### src/rtl/e1sa_pkg.sv
package e1sa_pkg;

    localparam int BYTE_W      = 8;
    localparam int BITPOS_W    = 3;
    localparam int SA_FIRST    = 3;   // bit position of Sa4 in the byte stream
    localparam int SA_COUNT    = 5;

    typedef logic [BYTE_W-1:0]   ts0_byte_t;
    typedef logic [BITPOS_W-1:0] bitpos_t;

    // Decoded position of the bit currently presented by the framer
    typedef struct packed {
        logic    in_ts0;     // bit belongs to timeslot 0
        logic    odd_frame;  // non-alignment frame of the pair
        logic    si_bit;     // first bit of timeslot 0
        logic    sa_bit;     // one of the spare bit positions
        logic    last_bit;   // final bit of timeslot 0
        bitpos_t sa_idx;     // 0 = Sa4 ... 4 = Sa8
    } slot_pos_t;

    function automatic logic is_sa_pos(input bitpos_t p);
        return (int'(p) >= SA_FIRST) && (int'(p) < SA_FIRST + SA_COUNT);
    endfunction

    function automatic bitpos_t sa_index(input bitpos_t p);
        return p - bitpos_t'(SA_FIRST);
    endfunction

endpackage

### src/rtl/e1sa_pos_decode.sv
module e1sa_pos_decode
    import e1sa_pkg::*;
#(
    parameter int TS_W = 5
) (
    input  logic            rx_odd_frame,
    input  logic [TS_W-1:0] rx_ts,
    input  bitpos_t         rx_bitpos,
    output slot_pos_t       pos
);

    always_comb begin
        pos.in_ts0    = (rx_ts == '0);
        pos.odd_frame = rx_odd_frame;
        pos.si_bit    = pos.in_ts0 && (rx_bitpos == '0);
        pos.sa_bit    = pos.in_ts0 && rx_odd_frame && is_sa_pos(rx_bitpos);
        pos.last_bit  = pos.in_ts0 && (rx_bitpos == bitpos_t'(BYTE_W - 1));
        pos.sa_idx    = sa_index(rx_bitpos);
    end

endmodule

### src/rtl/e1sa_ts0_capture.sv
module e1sa_ts0_capture
    import e1sa_pkg::*;
(
    input  logic      clk,
    input  logic      rst,
    input  slot_pos_t pos,
    input  logic      rx_data,
    input  logic      raf_clr,
    output ts0_byte_t fas_q,
    output ts0_byte_t nfas_q,
    output logic      raf_flag
);

    ts0_byte_t shift_q;
    ts0_byte_t fas_hold_q;
    ts0_byte_t byte_now;
    logic      pair_done;

    // Completed byte including the bit arriving this cycle
    assign byte_now  = {shift_q[BYTE_W-2:0], rx_data};
    assign pair_done = pos.last_bit && pos.odd_frame;

    always_ff @(posedge clk) begin
        if (rst) begin
            shift_q    <= '0;
            fas_hold_q <= '0;
        end else begin
            if (pos.in_ts0) begin
                shift_q <= byte_now;
            end
            if (pos.last_bit && !pos.odd_frame) begin
                fas_hold_q <= byte_now;
            end
        end
    end

    always_ff @(posedge clk) begin
        if (rst) begin
            fas_q  <= '0;
            nfas_q <= '0;
        end else if (pair_done) begin
            fas_q  <= fas_hold_q;
            nfas_q <= byte_now;
        end
    end

    // Sticky flag: a capture wins over a simultaneous clear
    always_ff @(posedge clk) begin
        if (rst) begin
            raf_flag <= 1'b0;
        end else if (pair_done) begin
            raf_flag <= 1'b1;
        end else if (raf_clr) begin
            raf_flag <= 1'b0;
        end
    end

endmodule

### src/rtl/e1sa_link_gate.sv
module e1sa_link_gate
    import e1sa_pkg::*;
#(
    parameter int SA_N = 5
) (
    input  logic            clk,
    input  logic            rst,
    input  slot_pos_t       pos,
    input  logic            rx_data,
    input  logic [SA_N-1:0] sa_enable,
    output logic            lnk_clk,
    output logic            lnk_data,
    output logic            sync_si
);

    logic [SA_N-1:0] sa_hit;

    for (genvar i = 0; i < SA_N; i++) begin : g_sa
        assign sa_hit[i] = pos.sa_bit && (pos.sa_idx == bitpos_t'(i)) && sa_enable[i];
    end

    always_ff @(posedge clk) begin
        if (rst) begin
            lnk_clk  <= 1'b0;
            lnk_data <= 1'b0;
            sync_si  <= 1'b0;
        end else begin
            lnk_clk  <= |sa_hit;
            lnk_data <= rx_data;
            sync_si  <= pos.si_bit;
        end
    end

endmodule

### src/rtl/e1sa_rx_extract.sv
module e1sa_rx_extract
    import e1sa_pkg::*;
#(
    parameter int TS_W = 5,
    parameter int SA_N = SA_COUNT
) (
    input  logic            clk,
    input  logic            rst,
    input  logic            rx_data,
    input  logic            rx_odd_frame,
    input  logic [TS_W-1:0] rx_ts,
    input  logic [2:0]      rx_bitpos,
    input  logic [SA_N-1:0] sa_enable,
    input  logic            raf_clr,
    output logic [7:0]      fas_q,
    output logic [7:0]      nfas_q,
    output logic            raf_flag,
    output logic            lnk_clk,
    output logic            lnk_data,
    output logic            sync_si
);

    slot_pos_t pos;

    e1sa_pos_decode #(.TS_W(TS_W)) u_decode (
        .rx_odd_frame (rx_odd_frame),
        .rx_ts        (rx_ts),
        .rx_bitpos    (rx_bitpos),
        .pos          (pos)
    );

    e1sa_ts0_capture u_capture (
        .clk      (clk),
        .rst      (rst),
        .pos      (pos),
        .rx_data  (rx_data),
        .raf_clr  (raf_clr),
        .fas_q    (fas_q),
        .nfas_q   (nfas_q),
        .raf_flag (raf_flag)
    );

    e1sa_link_gate #(.SA_N(SA_N)) u_link (
        .clk       (clk),
        .rst       (rst),
        .pos       (pos),
        .rx_data   (rx_data),
        .sa_enable (sa_enable),
        .lnk_clk   (lnk_clk),
        .lnk_data  (lnk_data),
        .sync_si   (sync_si)
    );

endmodule

### config.mk
export PLATFORM = sky130hd
export DESIGN_NAME = e1sa_rx_extract
export DESIGN_NICKNAME = d
export VERILOG_FILES = /design/src/rtl/e1sa_pkg.sv /design/src/rtl/e1sa_pos_decode.sv /design/src/rtl/e1sa_ts0_capture.sv /design/src/rtl/e1sa_link_gate.sv /design/src/rtl/e1sa_rx_extract.sv
export SDC_FILE = /design/constraint.sdc
export NUM_CORES = 1
export LEC_CHECK = 0
export ABC_AREA = 1
export BUFFER_PORTS_ARGS = -buffer_cell sky130_fd_sc_hd__clkbuf_2
export CORE_ASPECT_RATIO = 0.9
export CORE_MARGIN = 1
export CORE_UTILIZATION = 35
export DETAILED_ROUTE_END_ITERATION = 6
export PLACE_DENSITY = 0.6
export SLEW_MARGIN = 40
export SYNTH_ARGS = -nofsm -noshare
export SYNTH_HDL_FRONTEND = slang
export SYNTH_SLANG_ARGS = --single-unit
### constraint.sdc
create_clock -name clk -period 4.5 [get_ports clk]
set_input_delay 1.35 -clock clk [delete_from_list [all_inputs] [get_ports clk]]
set_output_delay 1.35 -clock clk [all_outputs]
set_load 0.005 [all_outputs]
# ---- Word level (Yosys, flattened, before mapping)
# Cells that the tools add are included.
dict set report totals {
  output_inout_bits 20
  inputBits 18
  elab_cells 39
  regBits 35
}
dict set report op_classes {
  muxes 2
  n_reduce_logical 22
  n_addsub 1
  magnitude_cmp 1
  eq_ne 5
}
# cell n
set ops {}
lappend ops {{logical AND 1 bit} 16}
lappend ops {{equality test 3 x 2 -> 1 bit (second input constant)} 2}
lappend ops {{equality test 3 bit (second input constant)} 2}
lappend ops {{zero test 3 bit} 2}
lappend ops {{zero test 5 bit} 1}
lappend ops {{OR reduction 5 bit} 1}
lappend ops {{equality test 3 x 1 -> 1 bit (second input constant)} 1}
lappend ops {{greater-or-equal comparator 3 x 2 -> 1 bit (second input constant)} 1}
lappend ops {{subtractor 3 x 2 -> 3 bit (second input constant)} 1}
lappend ops {{two-way mux 1 bit} 2}
lappend ops {{nonzero test 2 bit} 1}
lappend ops {{zero test 1 bit} 1}

# ---- Depth between registers and ports, before layout
dict set report depth {
  depth_word 6
  mapped_depth 10
  mapped_depth_nobuf 9
}

# ---- Cells and area by module
# Synthesis repeated with hierarchy kept, for this count alone.
dict set report unflattened {
  cells_unflattened 197
  hier_area_um2 1562.7
}
# mod instances seq_area_each_um2 cells_each area_per_inst_um2
set modules_own_cells {}
lappend modules_own_cells {e1sa_ts0_capture 1 640.6 152 1276.2}
lappend modules_own_cells {e1sa_link_gate 1 60.1 23 148.9}
lappend modules_own_cells {e1sa_pos_decode 1 0.0 22 137.6}

# ---- Least setup slack after synthesis
# No wires, ideal clock.
dict set report synth_path {
  kind {in2reg}
  startpoint {input rx_bitpos[0]}
  endpoint {register u_capture.fas_hold_q[1]}
  stages 10
  t_arrival_ns 2.276
  setup_ns 0.116
  path_slack_ns 2.108
  n_path_buf 1
  required_time_ns 4.384
  path_cell_list {nand2_1 inv_1 ha_1 clkbuf_8 inv_1 nor2_1 nand2_4 clkinv_2 nor2_1 nor2_1}
}
dict set report synth_between {
  elab_chain_len 3
}
# item line_no
set synth_lines {}
lappend synth_lines {{start: declaration} e1sa_rx_extract.sv:12} ;# input logic [2:0] rx_bitpos,
lappend synth_lines {{equality test 3 bit} e1sa_pos_decode.sv:17} ;# pos.last_bit = pos.in_ts0 && (rx_bitpos == bitpos_t'(BYTE_W - 1));
lappend synth_lines {{logical AND 1 bit} e1sa_pos_decode.sv:17}
lappend synth_lines {{logical AND 1 bit} e1sa_ts0_capture.sv:31} ;# if (pos.last_bit && !pos.odd_frame) begin
lappend synth_lines {{end signal: assignment} e1sa_ts0_capture.sv:32} ;# fas_hold_q <= byte_now;
lappend synth_lines {{end: declaration} e1sa_ts0_capture.sv:15} ;# ts0_byte_t fas_hold_q;
# No other way between the ends.
# A chain may end at the register's enable or synchronous reset.

# ---- Worst setup path in the final report
dict set report layout_path {
  startpoint {input rx_bitpos[1]}
  endpoint {register u_capture.fas_hold_q[3]}
}
# Same word-level chain as after synthesis.

==> impl_metrics.csv <==
group,metric,value,unit
worst_setup_path,crit_buf_inv,5,
detailed_routing,wl_per_cell,10.6,um
synthesis,avgSynthCellArea,7.49,sq um
global_routing,overflow,0,
place,routabilityCongestion,0.789,
die,start_util,36.8,%
detailed_routing,met3_length,86,um
timing,tns,0,ns
cts,cts_inserted_buffers,5,
detailed_routing,top_layer,"met4",
synthesis,synth_compound_area_share,9.71,%
timing,final.min_clock_period,2.41,ns
worst_setup_path,cp-start-kind,"input pin",
synthesis,yosys.area_share.adder,1.65,%
worst_setup_path,crit_chain,"clkbuf_2, nand2_1, inv_1, ha_1, buf_4, inv_1, nor2_1, nand2_4, clkinv_2, nor2_1, nor2_1",
timing,period_share,53.5,%
timing,max_freq,415,MHz
worst_setup_path,cp_slowest_cell,"buf_4",
global_routing,grt_pass1_vias,1161,
worst_setup_path,crit_fanout,19,
timing,fin_worst_skew,0.00474,ns
worst_setup_path,timing.reg2reg.setup_slack,3.75,ns
timing,rsz0062_at_grt,"false",
timing,report.final.slew_viol_count,0,
finish,drive_gt1_share,23.4,%
detailed_routing,drt-total-wl,3.04,mm
synthesis,synth_nets,223,
global_routing,grt_pass1_wl,5.17,mm
detailed_routing,vias_per_cell,4.66,
detailed_routing,first_iter_violations,38,
cts,cts-hold-fix-buffers,0,
global_routing,grt_usage,14.8,%
detailed_routing,dr.pass1.iters,4,
detailed_routing,met2WireLength,1.39,mm
die,rows,22,
die,core,0.00413,sq mm
power_and_ir_drop,p_leak,0.000819,uW
finish,syn2layout_area_growth,19.9,%
die,die_h,64.5,um
cts,cts_resized,0,
cts,worstSkewPairLatency,0.29,ns
finish,regArea,701,sq um
synthesis,synth-simple-area-share,31.1,%
cts,cts-root-buf,"clkbuf_8",
synthesis,synth-seq-area-share,46.1,%
detailed_routing,met1_length,1.49,mm
place,port_buffers,37,
timing,setup_viol,0,
place,dp_hpwl,2.15,mm
finish,multiInputGateArea,646,sq um
detailed_routing,drc,0,
worst_setup_path,max_stage_delay,0.19,ns
detailed_routing,vias,1337,
synthesis,synthCells,203,
global_routing,antenna_found_initial,0,
synthesis,synth_area,0.00152,sq mm
synthesis,synth_top_family_by_area,"simple AND/OR/NAND/NOR gates",
synthesis,synth-seq-cells,35,
worst_setup_path,crit_type,"input pin to flop",
synthesis,synthXorXnorAreaFrac,0,%
worst_setup_path,path_common_cell,"nor2_1",
timing,worst_pin_slew,0.474,ns
worst_setup_path,arrival,2.59,ns
cts,cts_setup_buffers,0,
timing,max-slew-margin-rel,68.3,%
cts,path_clk_slew,0.07,ns
run_status,outcome,"finished clean",
power_and_ir_drop,total_power,648,uW
run,drv_cap,0,
die,ios,38,
die,die_area,0.00461,sq mm
cts,cts.sinks,35,
cts,cts_tree,"yes",
detailed_routing,final_antenna_net_count,0,
cts,clockBufferDepth,2,
synthesis,synth.distinct_cells,22,
finish,nNetsFinal,258,
synthesis,yosysWarnings,0,
die,die_w,71.5,um
power_and_ir_drop,p_per_area,356,mW/mm^2
synthesis,synth_mux_area_share,0,%
finish,n_antenna_cell,0,
global_routing,grt_max_degree,33,
hold_path,hp-class,"flop to flop",
finish,fillers,449,
worst_setup_path,worst_setup_path_end_kind,"flop",
timing,finalHoldViolCount,0,
worst_setup_path,critPathRequiredTime,4.68,ns
power_and_ir_drop,peakVddDrop,0.120,mV
worst_setup_path,critical_path.top_delay_family,"buffers and inverters",
cts,h-tree-depth,2,
-- worst register-to-register path: cells and delay by family, from the launching register on --
family | cells | cell delay (ns)
buf+inv | 1 | 0.09
flops | 1 | 0.32
simple gates | 3 | 0.24
-- where the power goes --
part / internal (uW) / switching [uW]
Combinational: 14.7 / 26.6
Sequential: 312 / 1.22
Clock: 179 / 115
-- through the flow --
| stage | setup slack (ns) | area (sq um) | instances | hold slack (ns) | utilization, % |
|---|---|---|---|---|---|
| after global placement | 1.83 | 1710 | 279 | 0.456 | 41.3 |
| after floorplan | 2.11 | 1520 | 203 | 0.441 | - |
| after global routing | 1.98 | 1820 | 287 | 0.490 | 44.2 |
| after detailed placement | 1.79 | 1710 | 279 | 0.457 | 41.3 |
| final | 2.09 | 1820 | 287 | 0.467 | 44.2 |
| after CTS | 2.10 | 1820 | 287 | 0.468 | 44.2 |
-- routing by layer --
layer  track usage, %  up-vias
li1                 -      714
met1             18.0      595
met2             23.9       22
met3             4.20        6
met4             7.35        0
met5                0        -
-- final timing paths --
| kind | cells past startpoint | to | from |
|---|---|---|---|
| max reg2reg | 4 | u_capture.nfas_q[5] | u_capture.shift_q[4] |
| min reg2reg | 2 | u_capture.raf_flag | u_capture.raf_flag |
| min | 2 | u_capture.raf_flag | u_capture.raf_flag |
| max | 11 | u_capture.fas_hold_q[3] | rx_bitpos[1] |
-- sequential cells by signal, summed over array words and instances (netlist names) --
name / cells
u_capture.fas_hold_q: 8
u_capture.fas_q: 8
u_capture.nfas_q: 8
u_capture.shift_q: 7
u_capture.raf_flag: 1
u_link.lnk_clk: 1
u_link.lnk_data: 1
u_link.sync_si: 1
-- cells in the mapped netlist (all sizes together) --
master	number	area [sq um]
ha	2	25.0
nand2	22	92.6
a21oi	12	63.8
inv	27	101
a22o	1	8.76
buf	8	50.1
dfxtp	35	701
clkbuf	2	17.5
nand4	17	106
clkinv	1	5.00
o21ai	15	75.1
nand3	5	25.0
nor2	56	249
-- area by class of cell --
type                       instances  area share, %
clock inverter                     2           1.92
inverter                          28           5.83
timing repair buffer              38           10.6
tap                               48           3.29
multi-input combinational        130           35.4
sequential                        35           38.4
clock buffer                       6           4.53
-- cell families (layout without fill, tap and decap cells) --
family          count (synthesis)  after routing
compound gates                 28             28
buf+inv                        38             74
simple gates                  100            100
flops                          35             35
fa+ha+maj                       2              2
-- placed cells by master, fill, tap and decap left out, types with 5 or more instances in the layout --
cell type	Yosys	final
nor2_1	52	52
clkbuf_2	0	37
dfxtp_1	35	35
inv_1	26	25
nand2_1	20	20
nand4_1	17	17
o21ai_0	15	15
a21oi_1	11	11
clkbuf_8	1	6
nand3_1	5	5
Power figures use the tool's default switching activity.
